File: src/rtl/adc_seq_pkg.sv
package adc_seq_pkg;

    typedef enum logic [1:0] {
        PH_AZ  = 2'd0,
        PH_INT = 2'd1,
        PH_DE  = 2'd2
    } phase_e;

    // Binary to packed BCD, up to eight digits, units in the low nibble.
    function automatic logic [31:0] bin2bcd(input int value);
        logic [31:0] res;
        int          rem;
        res = '0;
        rem = value;
        for (int k = 0; k < 8; k++) begin
            res[4*k +: 4] = 4'(rem % 10);
            rem = rem / 10;
        end
        return res;
    endfunction

endpackage

File: src/rtl/adc_seq_tick.sv
module adc_seq_tick #(
    parameter int CLK_DIV = 4
) (
    input  logic clk,
    input  logic rst,
    output logic tick_o
);
    localparam int DIV_W = (CLK_DIV > 2) ? $clog2(CLK_DIV) : 1;
    localparam logic [DIV_W-1:0] LAST = DIV_W'(CLK_DIV - 1);

    logic [DIV_W-1:0] div_d, div_q;

    always_comb begin
        div_d = (div_q == LAST) ? '0 : div_q + 1'b1;
    end

    always_ff @(posedge clk) begin
        if (rst) div_q <= '0;
        else     div_q <= div_d;
    end

    assign tick_o = (div_q == LAST);
endmodule

File: src/rtl/adc_seq_sync.sv
module adc_seq_sync (
    input  logic clk,
    input  logic rst,
    input  logic async_i,
    output logic sync_o
);
    logic [1:0] sh_d, sh_q;

    always_comb begin
        sh_d = {sh_q[0], async_i};
    end

    always_ff @(posedge clk) begin
        if (rst) sh_q <= '0;
        else     sh_q <= sh_d;
    end

    assign sync_o = sh_q[1];
endmodule

File: src/rtl/adc_seq_bcd.sv
module adc_seq_bcd #(
    parameter int DIGITS = 4
) (
    input  logic                  clk,
    input  logic                  rst,
    input  logic                  clr_i,
    input  logic                  inc_i,
    output logic [4*DIGITS-1:0]   count_o
);
    localparam int BCD_W = 4 * DIGITS;

    logic [BCD_W-1:0] cnt_d, cnt_q;
    logic [DIGITS:0]  carry;

    assign carry[0] = inc_i;

    for (genvar g = 0; g < DIGITS; g++) begin : g_decade
        logic [3:0] cur;
        logic       at_nine;
        assign cur          = cnt_q[4*g +: 4];
        assign at_nine      = (cur == 4'd9);
        assign carry[g+1]   = carry[g] & at_nine;
        assign cnt_d[4*g +: 4] = clr_i    ? 4'd0 :
                                 carry[g] ? (at_nine ? 4'd0 : cur + 4'd1) :
                                            cur;
    end

    always_ff @(posedge clk) begin
        if (rst) cnt_q <= '0;
        else     cnt_q <= cnt_d;
    end

    assign count_o = cnt_q;
endmodule

File: src/rtl/adc_seq_top.sv
module adc_seq_top
    import adc_seq_pkg::*;
#(
    parameter int CLK_DIV      = 4,
    parameter int INT_COUNTS   = 1000,
    parameter int DEINT_MAX    = 2000,
    parameter int CYCLE_COUNTS = 4000,
    parameter int DIGITS       = 4
) (
    input  logic                clk,
    input  logic                rst,
    input  logic                comp_in,
    input  logic                hold,
    output logic [2:0]          phase_sel,
    output logic                ref_neg,
    output logic [4*DIGITS-1:0] disp_bcd,
    output logic                disp_neg,
    output logic                disp_over
);
    localparam int BCD_W = 4 * DIGITS;
    localparam int POS_W = $clog2(CYCLE_COUNTS);
    localparam logic [POS_W-1:0] POS_INT_LAST = POS_W'(INT_COUNTS - 1);
    localparam logic [POS_W-1:0] POS_DE_LAST  = POS_W'(INT_COUNTS + DEINT_MAX - 1);
    localparam logic [POS_W-1:0] POS_AZ_FIRST = POS_W'(INT_COUNTS + DEINT_MAX);
    localparam logic [POS_W-1:0] POS_LAST     = POS_W'(CYCLE_COUNTS - 1);
    localparam logic [31:0]      SAT_ALL      = bin2bcd(DEINT_MAX);
    localparam logic [BCD_W-1:0] SAT_BCD      = SAT_ALL[BCD_W-1:0];

    typedef struct packed {
        phase_e           phase;
        logic [POS_W-1:0] pos;
        logic             neg;
        logic [BCD_W-1:0] disp;
        logic             dneg;
        logic             dover;
    } seq_t;

    seq_t             st_d, st_q;
    logic             tick_w;
    logic             comp_s;
    logic             bcd_clr, bcd_inc;
    logic [BCD_W-1:0] bcd_cnt;

    adc_seq_tick #(.CLK_DIV(CLK_DIV)) u_tick (
        .clk    (clk),
        .rst    (rst),
        .tick_o (tick_w)
    );

    adc_seq_sync u_sync (
        .clk     (clk),
        .rst     (rst),
        .async_i (comp_in),
        .sync_o  (comp_s)
    );

    adc_seq_bcd #(.DIGITS(DIGITS)) u_bcd (
        .clk     (clk),
        .rst     (rst),
        .clr_i   (bcd_clr),
        .inc_i   (bcd_inc),
        .count_o (bcd_cnt)
    );

    always_comb begin
        logic             finish;
        logic             over;
        logic [BCD_W-1:0] reading;
        st_d    = st_q;
        bcd_clr = 1'b0;
        bcd_inc = 1'b0;
        finish  = 1'b0;
        over    = 1'b0;
        reading = bcd_cnt;
        if (tick_w) begin
            unique case (st_q.phase)
                PH_AZ: begin
                    if (st_q.pos == POS_LAST) begin
                        st_d.phase = PH_INT;
                        st_d.pos   = '0;
                    end else begin
                        st_d.pos   = st_q.pos + 1'b1;
                    end
                end
                PH_INT: begin
                    st_d.pos = st_q.pos + 1'b1;
                    if (st_q.pos == POS_INT_LAST) begin
                        st_d.phase = PH_DE;
                        st_d.neg   = ~comp_s;
                        bcd_clr    = 1'b1;
                    end
                end
                PH_DE: begin
                    st_d.pos = st_q.pos + 1'b1;
                    if (comp_s == st_q.neg) begin
                        finish  = 1'b1;
                    end else begin
                        bcd_inc = 1'b1;
                        if (st_q.pos == POS_DE_LAST) begin
                            finish  = 1'b1;
                            over    = 1'b1;
                            reading = SAT_BCD;
                        end
                    end
                end
                default: st_d.phase = PH_AZ;
            endcase
        end
        if (finish) begin
            st_d.phase = PH_AZ;
            if (!hold) begin
                st_d.disp  = reading;
                st_d.dneg  = st_q.neg;
                st_d.dover = over;
            end
        end
    end

    always_ff @(posedge clk) begin
        if (rst) begin
            st_q.phase <= PH_AZ;
            st_q.pos   <= POS_AZ_FIRST;
            st_q.neg   <= 1'b0;
            st_q.disp  <= '0;
            st_q.dneg  <= 1'b0;
            st_q.dover <= 1'b0;
        end else begin
            st_q <= st_d;
        end
    end

    always_comb begin
        phase_sel = 3'b000;
        unique case (st_q.phase)
            PH_AZ:   phase_sel = 3'b001;
            PH_INT:  phase_sel = 3'b010;
            PH_DE:   phase_sel = 3'b100;
            default: phase_sel = 3'b001;
        endcase
    end

    assign ref_neg   = st_q.neg;
    assign disp_bcd  = st_q.disp;
    assign disp_neg  = st_q.dneg;
    assign disp_over = st_q.dover;
endmodule

File: config.mk
export PLATFORM = sky130hd
export DESIGN_NAME = adc_seq_top
export DESIGN_NICKNAME = d
export VERILOG_FILES = /design/src/rtl/adc_seq_pkg.sv /design/src/rtl/adc_seq_tick.sv /design/src/rtl/adc_seq_sync.sv /design/src/rtl/adc_seq_bcd.sv /design/src/rtl/adc_seq_top.sv
export SDC_FILE = /design/constraint.sdc
export NUM_CORES = 1
export LEC_CHECK = 0
export BUFFER_PORTS_ARGS = -buffer_cell sky130_fd_sc_hd__buf_2
export CORE_MARGIN = 2
export CORE_UTILIZATION = 45
export DETAILED_ROUTE_END_ITERATION = 6
export PLACE_DENSITY = 0.64
export SLEW_MARGIN = 20
export SYNTH_ARGS = -nofsm -noshare
export SYNTH_HDL_FRONTEND = slang
export SYNTH_SLANG_ARGS = --single-unit
File: constraint.sdc
create_clock -name clk -period 5.1 [get_ports clk]
set_input_delay 0 -clock clk [delete_from_list [all_inputs] [get_ports clk]]
set_output_delay 0 -clock clk [all_outputs]
set_load 0.02 [all_outputs]
== After elaboration in Yosys (flattened, before gate mapping) ==
Cells that the tools add are included.
Storage, ports and cells
  input port bits: 4
  output and inout port bits: 22
  bits in registers: 53
  word-level logic and storage cells: 74
Operators by class
  bitwise operators: 6
  mux-type cells: 27
  add/subtract/negate cells: 6
  reductions and logical operators: 10
  eq/ne operators: 13
Operators by type and width (number)
  16-bit 2-to-1 mux: 4
  12-bit == test (second input constant): 2
  12-bit one-hot mux with 2 select lines: 1
  4-bit by 1-bit adder with 4-bit output (second input constant): 4
  4-bit == test (second input constant): 4
  4-bit 2-to-1 mux: 4
  1-bit 2-to-1 mux: 13
  12-bit by 1-bit adder with 12-bit output (second input constant): 1
  12-bit by 10-bit == test with 1-bit output (second input constant): 1
  12-bit 2-to-1 mux: 1
  2-bit OR reduction: 4
  2-bit one-hot mux with 3 select lines: 1
  3-bit one-hot mux with 2 select lines: 1
  2-bit == test (second input constant): 2
  2-bit 2-to-1 mux: 2
  2-bit != test (second input constant): 2
  2-bit AND reduction: 2
  4-bit AND reduction: 1
  1-bit AND: 3
  1-bit NOT: 3
  3-bit AND reduction: 1
  2-bit by 1-bit adder with 2-bit output (second input constant): 1
  2-bit by 1-bit == test with 1-bit output (second input constant): 1
  2-bit zero test: 1
  other kinds (2): 2

== Depth between registers and ports, before layout ==
  depth in word-level cells: 7
  gate-level depth with buffers: 8
  gate-level depth less buffers: 6

== By module ==
A second synthesis with hierarchy kept.
Unflattened totals
  cell total of the unflattened synthesis: 315
  area, all modules: 2811.4 um2
By module, submodules not included
  adc_seq_top: area each 1859.3 um2, times used 1, cells an instance 209, sequential area each 660.6 um2
  adc_seq_bcd: area each 824.5 um2, times used 1, cells an instance 97, sequential area each 320.3 um2
  adc_seq_tick: area each 75.1 um2, times used 1, cells an instance 5, sequential area each 40.0 um2
  adc_seq_sync: area each 52.6 um2, times used 1, cells an instance 4, sequential area each 40.0 um2

== Worst setup path after synthesis ==
No wires, ideal clock.
  path kind: register to register
  from: reg st_q[31] (netlist name)
  to: reg st_q (netlist bit disp_bcd[5])
  required time: 5.041 ns
  period minus slack after synthesis: 1.797 ns
  arrival: 1.738 ns
  library setup time: 0.059 ns
  stages on the path, launching flop included: 9
  buffers on the path: 2
  path slack: 3.303 ns
  path through: dfxtp_1 -> inv_1 -> ha_1 -> and3b_1 -> clkbuf_1 -> nand2_1 -> nor2_1 -> buf_2 -> a22o_1
Between the ends
  word-level cells in the longest chain between the ends: 4
  elaborated cells between the ends (all ways): 6
  classes of those cells: 1 x eq/ne; 4 x mux; 1 x reduce/logical
RTL lines
  start, declared: line adc_seq_top.sv:38  | seq_t st_d, st_q;
  start signal, assigned: line adc_seq_top.sv:128  | st_q <= st_d;
  2-bit == test (*): line adc_seq_top.sv:76  | unique case (st_q.phase)
  1-bit 2-to-1 mux: line adc_seq_top.sv:76
  1-bit 2-to-1 mux: line adc_seq_top.sv:75  | if (tick_w) begin
  2-bit AND reduction (no source line)
Mark *: on every way between the ends. The rest lies on a longest branch, timed or not.
A chain may end at the register's enable or synchronous reset.

== Final worst setup path ==
  from: reg st_q[31] (netlist name)
  to: reg st_q (netlist bit disp_bcd[11])
The elaborated chain is that of the path after synthesis.

==> impl_metrics.toml <==
[drt]
remaining_drc_errors = 0
num_vias = 2045
postRouteAntennaNets = 0
first_iter_violations = 71
dr.pass1.iters = 4
via_per_inst = 5.59
drt_wl_total_um = 5130
routedWlPerCell_um = 14.0

[place]
gp_congestion = 0.787
dpl.hpwl_um = 3670
portBuffers = 25

[run]
drv_cap = 0

[layout]
multi_input_area_mm2 = 0.00135
diodes = 0
n_fill_cell = 555
drive_gt1_share_pct = 14.3
layout.nets = 305
fin_util_pct = 49.5
syn_to_final_growth_pct = 5.50
register_area_mm2 = 0.00106

[clock_tree]
cts_resized = 0
hold_buffers = 1
cts_buffers = 5
cts.sinks = 53
cts_tree = "built"
clock_latency_ps = 300
root_buffer = "clkbuf_8"
h-tree-depth = 2
post_cts_buffers = 0
clk_pin_slew_ps = 100
cts.path.max_buffers = 2

[pwr]
power.internal_mw = 0.520
power.switching_mw = 0.154
total_leakage_power_nw = 1.03
p_sw_share_pct = 22.8
powerDensity_mw_per_mm2 = 244
vdd_ir_drop_max_v = 0.000106
p_comb_share_pct = 3.3
p_clk_share_pct = 34.5
seqPwrFrac_pct = 62.2

[run_status]
status = "finished, final reports clean"

[synthesis]
synthFlopType = "dfxtp_1"
syn_nets = 299
async_flop_share_pct = 0
post_synth_inst_count = 287
synth_area_mm2 = 0.00262
ys_types = 47
ys_ff_latch = 53
synth_warnings = 0
synth-edff-count = 0
ys_seq_area_share_pct = 40.6
synth_area_per_cell_um2 = 9.11

[sta]
hold_viol = 0
rsz0062_at_grt = "false"
holdWs_ps = 122
period_share_pct = 47.0
slew_viol_final = 0
setup_viol = 0
max_freq_mhz = 417
timing.setup.tns_ps = 0
timing.final.crit_period_ps = 2400
relSlewSlack_pct = 27.9
worst_slew_pin_slew_ps = 1080
skew_ps = 9.07

[die]
num_rows = 27
die_w_um = 80.2
die_y_um = 80.2
ios = 26
fp.dieArea_mm2 = 0.00644
initial_utilization_pct = 46.9
core_mm2 = 0.00557

[critical_path]
crit_type = "register to register"
cp_data_required_time_ps = 5340
cp_slowest_cell = "nor2_1"
crit_chain = "inv_1 > ha_1 > and3b_1 > nand2_1 > nor2_1 > a22o_1"
crit_arrival_ps = 2640
max_stage_delay_ps = 830
end_kind = "register"
rr_startpoint = "st_q[31]$_SDFFE_PP0P_"
cp_max_fo = 15
cp-startpoint = "st_q[31]$_SDFFE_PP0P_"
start_kind = "register"

[global_routing]
grt_pass1_vias = 1928
grt_pass1_wl_um = 9060
antenna_found_initial = 0
grt-ovfl-total = 0
grt_start_max_net_pins = 23
grt_usage_pct = 17.6

[min_path]
hold_class = "primary input to register"
hold_path.startpoint = "rst"
per-stage QoR:
stage               instances  power (mW)  setup WS [ps]  instance area (µm²)
floorplan                 287       0.445           3300                 2620
global placement          357       0.450           2780                 2660
detailed placement        357       0.451           2760                 2660
CTS                       366       0.681           2730                 2760
global route              366       0.704           2500                 2760
finish                    366       0.674           2700                 2760
final timing paths:
check             depth (start not counted)                    endpoint  slack (ps)
setup / recovery                          6   disp_bcd[11]$_SDFFE_PP0P_        2700
hold / removal                            2   u_sync.sh_q[1]$_SDFF_PP0_         120
setup reg to reg                          6   disp_bcd[11]$_SDFFE_PP0P_        2700
hold reg to reg                           1  u_tick.div_q[0]$_SDFF_PP0_         440
power groups by stage:
stage          Clock (mW)  Sequential [mW]  Combinational, mW
2_1_floorplan           0            0.428             0.0171
3_3_place_gp            0            0.429             0.0210
3_5_place_dp            0            0.429             0.0217
4_1_cts             0.239            0.419             0.0223
5_1_grt             0.259            0.420             0.0249
6_report            0.233            0.419             0.0221
cells by family (layout without fill, tap and decap cells):
logic type,after synthesis,after routing,share of synthesized area [%]
muxes,3,3,1.15
adders and majority gates,8,8,3.83
AOI/OAI and AO/OA,67,67,17.4
xor gates and xnor gates,14,14,4.98
and+or+nand+nor,105,105,24.1
DFF,53,53,40.6
buffers and inverters,37,44,7.99
per-layer routing:
| metal | GRT usage (%) | routed length [µm] |
|---|---|---|
| met5 | 0 | 0 |
| met4 | 5.08 | 56 |
| met3 | 4.27 | 201 |
| met2 | 29.1 | 2390 |
| met1 | 22.8 | 2480 |
cell type report:
class / instances / share of cell area [%]
clock buffer: 5 / 2.49
sequential: 53 / 38.5
inverter: 10 / 1.36
clock inverter: 3 / 0.635
timing repair buffer: 26 / 4.90
tap: 72 / 3.27
multi-input combinational: 197 / 48.9
critical path, delay by kind of cell, from the launching register on:
family	cells	cell delay, ps
flip-flops	1	350
buffers and inverters	1	130
AND/OR/NAND/NOR	3	1290
AO/OA/AOI/OAI	1	250
adder cells (fa/ha/maj)	1	310
state kept, by name, summed over array words and instances (netlist names):
register       flops
disp_bcd          16
u_bcd.count_o     16
st_q              14
u_sync.sh_q        2
u_tick.div_q       2
disp_neg           1
disp_over          1
ref_neg            1
cell usage in the layout (no fill, tap or decap), drive strengths merged, types with 2 or more instances in the layout:
cell and n:
a211o 3, nand3 8, a31oi 5, nor4b 2
nand4 6, clkbuf 5, and3 3, o21bai 4
nand3b 4, or3b 3, xor2 7, o31ai 5
clkinv 2, nor3 7, and4 2, xnor2 7
a21oi 16, nor3b 6, a41oi 3, mux2i 3
o21ai 13, dfxtp 53, nand4b 2, buf 25
nor4 6, nand2 11, or2 2, and2 2
a22o 15, inv 10, nor2b 9, or3 3
nor2 19, or4 3, ha 8, and4b 3
synthesized netlist by cell type (4+ instances only):
cell type,instances,area (µm²)
buf_2,5,25.0
inv_1,10,37.5
o21ai_0,13,65.1
nor3_1,7,35.0
clkbuf_1,5,18.8
dfxtp_1,53,1060
a21oi_1,15,75.1
o31ai_1,5,37.5
nor2b_1,9,56.3
nor4_1,6,37.5
buf_4,17,128
ha_1,8,100
nand4_1,6,37.5
o21bai_1,4,30.0
nor2_1,19,71.3
nand3b_1,4,30.0
nand3_1,7,35.0
xor2_1,6,52.6
xnor2_1,7,61.3
nand2_1,11,41.3
a22o_1,15,131
a31oi_1,5,31.3
nor3b_1,6,45.0
No activity file was read; power rests on OpenSTA's default activity.
